--- config.mk ---
export PLATFORM = sky130hd
export DESIGN_NAME = apd_monitor
export DESIGN_NICKNAME = d
export VERILOG_FILES = /design/src/rtl/apd_monitor.sv
export SDC_FILE = /design/constraint.sdc
export NUM_CORES = 1
export LEC_CHECK = 0
export BUFFER_PORTS_ARGS = -buffer_cell sky130_fd_sc_hd__buf_2
export CAP_MARGIN = 20
export CORE_MARGIN = 1.5
export CORE_UTILIZATION = 37
export DETAILED_ROUTE_END_ITERATION = 10
export GPL_ROUTABILITY_DRIVEN = 0
export HOLD_SLACK_MARGIN = 0.12
export SETUP_SLACK_MARGIN = 0.15
export SYNTH_ARGS = -nofsm -noshare
export SYNTH_HDL_FRONTEND = slang
export SYNTH_SLANG_ARGS = --single-unit
--- constraint.sdc ---
create_clock -name clk -period 2.55 [get_ports clk]
set_input_delay 0.51 -clock clk [delete_from_list [all_inputs] [get_ports clk]]
set_output_delay 0.51 -clock clk [all_outputs]
set_load 0.01 [all_outputs]
--- src/rtl/apd_monitor.sv ---
module apd_monitor #(
  parameter int ADDR_W = 17,
  parameter int DATA_W = 8,
  parameter int CNT_W  = 8
) (
  input  logic              clk,
  input  logic              rst_n,
  input  logic              sel_n,
  input  logic              sel_hi,
  input  logic              wr_n,
  input  logic [ADDR_W-1:0] addr,
  input  logic [DATA_W-1:0] data,
  input  logic [CNT_W-1:0]  delay,
  output logic              awake,
  output logic              wake_pulse
);

  logic              sel_n_q, sel_hi_q, wr_n_q;
  logic [ADDR_W-1:0] addr_q;
  logic [DATA_W-1:0] data_q;
  logic [CNT_W-1:0]  cnt;

  wire selected = !sel_n && sel_hi;
  wire ev_lo    = !sel_n && sel_n_q && sel_hi;
  wire ev_hi    = sel_hi && !sel_hi_q && !sel_n;
  wire ev_wr    = selected && !wr_n && wr_n_q;
  wire ev_addr  = selected && (addr != addr_q);
  wire ev_data  = selected && !wr_n && (data != data_q);
  wire event_now = ev_lo | ev_hi | ev_wr | ev_addr | ev_data;

  always_ff @(posedge clk or negedge rst_n) begin
    if (!rst_n) begin
      sel_n_q  <= 1'b1;
      sel_hi_q <= 1'b0;
      wr_n_q   <= 1'b1;
      addr_q   <= '0;
      data_q   <= '0;
    end else begin
      sel_n_q  <= sel_n;
      sel_hi_q <= sel_hi;
      wr_n_q   <= wr_n;
      addr_q   <= addr;
      data_q   <= data;
    end
  end

  always_ff @(posedge clk or negedge rst_n) begin
    if (!rst_n) begin
      cnt        <= '0;
      wake_pulse <= 1'b0;
    end else begin
      wake_pulse <= event_now;
      if (event_now)      cnt <= delay;
      else if (!selected) cnt <= '0;
      else if (cnt != 0)  cnt <= cnt - 1'b1;
    end
  end

  assign awake = (cnt != 0);

  assert_rise_needs_event_R9: assert property (@(posedge clk) disable iff (!rst_n)
    $rose(awake) |-> wake_pulse);

  assert_deselect_standby_R10: assert property (@(posedge clk) disable iff (!rst_n)
    $past(!selected) |-> !awake);

  assert_event_loads_delay_R8: assert property (@(posedge clk) disable iff (!rst_n)
    wake_pulse |-> cnt == $past(delay));

  assert_countdown_step_R7: assert property (@(posedge clk) disable iff (!rst_n)
    (!wake_pulse && $past(selected) && $past(cnt) != 0) |-> (cnt + 1'b1 == $past(cnt)));

  assert_zero_delay_idle_R11: assert property (@(posedge clk) disable iff (!rst_n)
    (wake_pulse && $past(delay) == 0) |-> !awake);

endmodule

==> results of run 1 <==
## worst register-to-register path, stage by stage (launching register included)
cell and delay, ns:
dfrtp_1 0.39, inv_1 0.12, ha_1 0.20, nor4b_2 0.30, nand2_1 0.22, o211ai_1 0.25, mux2i_1 0.10
## worst min path at each step
stage	start	end	slack, ns	cells past startpoint
3_3_place_gp	rst_n	addr_q[4]	0.63	1
6_report	rst_n	addr_q[4]	0.30	1
3_5_place_dp	wr_n	wr_n_q	0.63	1
2_1_floorplan	rst_n	addr_q[0]	0.21	0
5_1_grt	wr_n	wr_n_q	0.31	1
4_1_cts	wr_n	wr_n_q	0.31	1
## sequential cells by signal, indices dropped and copies added, names as in the netlist
name,count
sel_n_q,1
wr_n_q,1
wake_pulse,1
cnt,8
addr_q,17
data_q,8
sel_hi_q,1
## power breakdown
group / internal [µW] / switching [µW]
Sequential: 616 / 14.9
Clock: 193 / 209
Combinational: 63.7 / 70.4
Total: 873 / 294
## area by class of cell
| cell class | instances | share of cell area |
|---|---|---|
| multi-input cells | 85 | 0.322 |
| clock inverters | 3 | 0.0116 |
| well taps | 50 | 0.0323 |
| clock buffers | 5 | 0.0356 |
| repair buffers | 41 | 0.109 |
| inverters | 5 | 0.00970 |
| flip-flops and latches | 37 | 0.480 |
## placed cells by master, fill, tap and decap left out
cell type	instances
buf_2	39
dfrtp_1	35
xor2_1	26
nand2_1	15
mux2i_1	8
inv_1	5
nor4_1	5
clkbuf_8	5
nor3_1	3
nand3_1	3
a21oi_1	3
nor2_1	2
xnor2_1	2
nor3_2	2
nor2b_1	2
o21ai_0	2
ha_1	2
clkinv_4	2
buf_4	2
dfstp_2	2
a31oi_1	1
nand4b_1	1
nor4b_2	1
and3_1	1
mux2_1	1
a2111oi_0	1
o21a_1	1
o211ai_1	1
nand3b_1	1
mux2_2	1
clkinv_2	1
## per-layer routing
metal	wire length (µm)	up-vias	share of wire
met5	0	-	0
met4	48	0	0.017
met3	141	5	0.049
met2	1480	24	0.52
met1	1180	509	0.41
li1	-	524	-
## kinds of logic (layout without fill, tap and decap cells)
group | after synthesis | after routing
compound gates | 9 | 9
xor+xnor | 28 | 28
fa+ha+maj | 2 | 2
buf+inv | 8 | 54
flops | 37 | 37
mux | 10 | 10
simple gates | 36 | 36
## through the flow
step	util	cell area [µm²]	hold WS (ns)
final	0.477	1930	0.300
after global routing	0.477	1930	0.306
after CTS	0.477	1930	0.314
after detailed placement	0.454	1840	0.628
after global placement	0.454	1840	0.626
after floorplan	-	1590	0.214
==> run summary, run 1 <==
relative slew slack = 0.474
vias in the first global route = 1109
Cell Area, Synth = 1590 µm²
cell family with most CP delay = simple AND/OR/NAND/NOR gates
crit path launch type = flip-flop
area leader, netlist = dfrtp_1
gr ovfl total = 0
Synth cell types = 28
HP Class = input port to asynchronous set/reset pin
WP depth = 5
Final Hold Viols = 0
vias = 1062
first-pass GRT wire length = 4790 µm
CP arrival = 1.70 ns
Ports = 40
Async S/R FF share, synth = 1.00
Placement Rows = 23
syn avg cell area = 12.2 µm²
Final setup viols = 0
Synth Area in Adders = 0.0157
met3 GRT Util = 0.0438
routed len/inst = 12.6 µm
CTS clock-pin slew for the worst setup and hold paths = 0.08 ns
layout cells sized above 1 = 0.313
CTS tree = built
max-slew violation count = 0
hold buffers post-CTS = 0
Synth Net Count = 170
max-cap viol count = 0
largest net degree at the start of global routing = 38
IO buf count = 39
Setup crit end kind = primary output
Resize count post-CTS = 0
Die Wd = 68.5 µm
P_leak = 0.000891 µW
Antenna diodes = 0
fin cells = 226
power density over cell area = 603 nW/µm²
Top FF cell, synth = dfrtp_1
nets = 215
R2R depth = 6
Inst Count DP = 218
crit path launch = cnt[0]
area grow syn2layout = 21.7%
worst path bufs/invs = 2
share of the yosys chip area belonging to registers = 0.584
routing usage on met2 = 0.257
Final Cycle Share = 0.868
initial antenna violation count = 0
simple-gate share of the synthesized area = 0.123
setup TNS = 0 ns
yosys synthesis warning count = 0
full die area = 4700 µm²
most frequent cells after synthesis = dfrtp_1 (35), xor2_1 (26), nand2_1 (15)
f_max = 452 MHz
crit path to = awake
starting density of the core = 0.392
Least-Margin Pin Slew = 0.789 ns
CTS Buf Count = 5
setup bufs post-CTS = 0
GR met1 Demand/Resource = 0.151
die span in y = 68.5 µm
Crit-path slowest cell = dfrtp_1
count leader, synth = dfrtp_1
Fill cells = 375
gr busiest metal = met2
post-route ant nets = 0
dpl ws = 0.602 ns
min cycle time layout = 2.21 ns
Crit Path Category = flip-flop to primary output
unrepaired setup endpoints after global routing = false
clock sinks = 37
Cells after Synth = 130
Required @ worst endpoint = 2.04 ns
ranking of synthesized cells by area = dfrtp_1 (55%), xor2_1 (14%), mux2i_1 (5.0%)
H-tree levels = 2
share of the synthesized area in the top cell type = 0.551
total power = 1170 µW
1st-iter DRT viols = 53
GRT Total Usage = 0.143
via-per-instance ratio = 4.70
main combinational cell family by area after synthesis = XOR/XNOR gates
Pre-antenna DRT Iters = 4
Post-Synth XOR/XNOR Area = 0.154
CTS Buffer Depth = 2
R2R Setup Slk = 0.86 ns
DRC = 0
reg-to-reg endpoint = cnt[1]
Synth Area in Compound Gates = 0.0346
CP max FO = 6
area of the multi-input gates = 623 µm²
CP cell instances = inv_1 > ha_1 > nor4b_2 > nand2_1 > buf_2
Reg2Reg Launch Point = cnt[0]
DRT Wirelength = 2860 µm
mux cell area share after synthesis = 0.0646
Worst Skew = 0.00613 ns
largest stage delay on the critical path = 0.39 ns
Reg area = 928 µm²
Skew-Pair Late Insertion Delay = 0.28 ns
post-synthesis register bit count = 37
Worst VDD drop = 338 µV
EDFF count, synth = 0
worst setup margin = 0.335 ns
Root Buffer = clkbuf_8
core area = 4060 µm²
outcome = completed
post-DP HPWL = 2180 µm
Power figures use the tool's default switching activity.
==> run 2, diff against run 1 <==
--- a/config.mk
+++ b/config.mk
@@ -7,8 +7,10 @@
 export LEC_CHECK = 0
 export BUFFER_PORTS_ARGS = -buffer_cell sky130_fd_sc_hd__buf_2
 export CAP_MARGIN = 20
+export CORE_ASPECT_RATIO = 1.75
 export CORE_MARGIN = 1.5
 export CORE_UTILIZATION = 37
+export CTS_CLUSTER_DIAMETER = 60
 export DETAILED_ROUTE_END_ITERATION = 10
 export GPL_ROUTABILITY_DRIVEN = 0
 export HOLD_SLACK_MARGIN = 0.12
==> constraint.sdc (replaced) <==
create_clock -name clk -period 2.55 [get_ports clk]
set_input_delay 0.51 -clock clk [delete_from_list [all_inputs] [get_ports clk]]
set_output_delay 0.51 -clock clk [all_outputs]
set_load 0.1 [all_outputs]
==> run 2 against run 1 <==
Wire length up 2.4%. Global-route usage up 0.068 points. Maximum frequency down 2.0%. Die area up 0.32%. Register-to-register slack worse by 0.03 ns. Clock power up 27%.
==> run summary, run 2 (synthesis results as in run 1) <==
outcome = completed
nets = 215 (unchanged)
CTS clock-pin slew for the worst setup and hold paths = 0.07 ns (about the same)
starting density of the core = 0.386 (-0.00512)
CTS tree = built
Worst Skew = 0.00273 ns (-0.00340 ns)
via-per-instance ratio = 4.68 (-0.50%)
Worst VDD drop = 372 µV (+9.9%)
H-tree levels = 2 (unchanged)
final hold slack = 0.304 ns (+0.00442 ns)
Skew-Pair Late Insertion Delay = 0.28 ns (about the same)
die span in y = 89.7 µm (+31%)
setup bufs post-CTS = 0 (unchanged)
Ports = 40 (unchanged)
most common cell after layout, fill and taps aside = buf_2
Crit Path Category = flip-flop to primary output
Placement Rows = 31 (+35%)
most frequent cells in the layout = buf_2 (38), dfrtp_1 (35), xor2_1 (26)
max-slew violation count = 0 (unchanged)
Die Wd = 52.5 µm (-23%)
CP max FO = 6 (unchanged)
HP Class = input port to asynchronous set/reset pin
vias = 1052 (-0.94%)
max-cap viol count = 0 (unchanged)
Reg2Reg Launch Point = data_q[5]
Final setup viols = 0 (unchanged)
area grow syn2layout = 23.5%
CTS Buffer Depth = 2 (unchanged)
hold buffers post-CTS = 0 (unchanged)
power density over cell area = 661 nW/µm² (+9.6%)
P_leak = 0.000903 µW (+1.3%)
Biggest register = addr_q
f_max = 442 MHz (-2.0%)
setup TNS = 0 ns (unchanged)
GRT Total Usage = 0.144 (+0.000684)
DRT Wirelength = 2920 µm (+2.4%)
met3 GRT Util = 0.0414 (-0.00244)
min cycle time layout = 2.26 ns (+0.0456 ns)
full die area = 4710 µm² (+0.32%)
Required @ worst endpoint = 2.04 ns (about the same)
Antenna diodes = 0 (unchanged)
crit path launch = cnt[0]
1st-iter DRT viols = 18 (-66%)
Final Hold Viols = 0 (unchanged)
Root Buffer = clkbuf_8
clock sinks = 37 (unchanged)
relative slew slack = 0.480 (+0.00646)
post-route ant nets = 0 (unchanged)
layout cells sized above 1 = 0.313 (unchanged)
vias in the first global route = 1154 (+4.1%)
core area = 4110 µm² (+1.3%)
Setup crit end kind = primary output
Least-Margin Pin Slew = 0.780 ns (-0.00969 ns)
Pre-antenna DRT Iters = 4 (unchanged)
CP arrival = 1.75 ns (+0.05 ns)
CTS Buf Count = 5 (unchanged)
DRC = 0 (unchanged)
routing usage on met2 = 0.272 (+0.0144)
max reg flops = 17 (unchanged)
first-pass GRT wire length = 4850 µm (+1.3%)
GR met1 Demand/Resource = 0.139 (-0.0118)
top flop regs = addr_q (17), cnt (8), data_q (8)
crit path launch type = flip-flop
post-DP HPWL = 2290 µm (+4.8%)
IO buf count = 39 (unchanged)
largest net degree at the start of global routing = 38 (unchanged)
unrepaired setup endpoints after global routing = false
gr busiest metal = met2
initial antenna violation count = 0 (unchanged)
routed len/inst = 13.0 µm (+2.8%)
gr ovfl total = 0 (unchanged)
Final Cycle Share = 0.886 (+0.0179)
## run 2: layout make-up
cell class              count  area [µm²]
clock inverters             1        30.0
well taps                  49        61.3
fillers                   413        2150
inverters                   5        18.8
flip-flops and latches     37         928
multi-input cells          85         626
clock buffers               7        86.3
repair buffers             41         213
## run 2: worst max-delay path, cell delays in order, from the launching register on
cell,delay (ns)
dfrtp_1,0.39
inv_1,0.12
ha_1,0.20
nor4b_2,0.32
nand2_2,0.16
buf_4,0.27
## run 2: path summary, 6_finish.rpt
| path | to | slack (ns) | cells after the start |
|---|---|---|---|
| setup / recovery | awake | 0.29 | 5 |
| hold / removal | data_q[0] | 0.30 | 1 |
| setup reg to reg | cnt[0] | 0.83 | 6 |
| hold reg to reg | cnt[1] | 0.65 | 2 |
| max in group asynchronous | addr_q[12] | 1.75 | 1 |
| min in group clk | wr_n_q | 0.33 | 1 |
## run 2: routing by layer
metal  wire length [µm]  vias up  share of wire
met5                  0        -              0
met4                 46        0          0.016
met3                164        7          0.056
met2               1620       31           0.55
met1               1090      490           0.37
li1                   -      524              -
## run 2: power breakdown
| part | switching [µW] | internal [µW] | total (µW) | leakage [µW] |
|---|---|---|---|---|
| clock network | 191 | 319 | 509 | 0.0000585 |
| logic | 91.3 | 65.3 | 157 | 0.000400 |
| registers | 15.1 | 616 | 631 | 0.000444 |
| total | 297 | 1000 | 1300 | 0.000903 |
## run 2: repair_timing
| action | in CTS | in global routing |
|---|---|---|
| resized for setup | 0 | 3 |
| hold endpoints to repair | 0 | 0 |
| endpoints found under the setup margin | 0 | 1 |
## run 2: stage by stage
step           power (µW)  cells   util  worst slack (ns)  area [µm²]
2_1_floorplan         731    130      -             0.341        1590
6_report             1300    225  0.477             0.290        1960
5_1_grt              1360    225  0.477             0.152        1960
3_3_place_gp          792    217  0.448             0.551        1840
4_1_cts              1310    225  0.476             0.184        1960
3_5_place_dp          800    217  0.448             0.503        1840
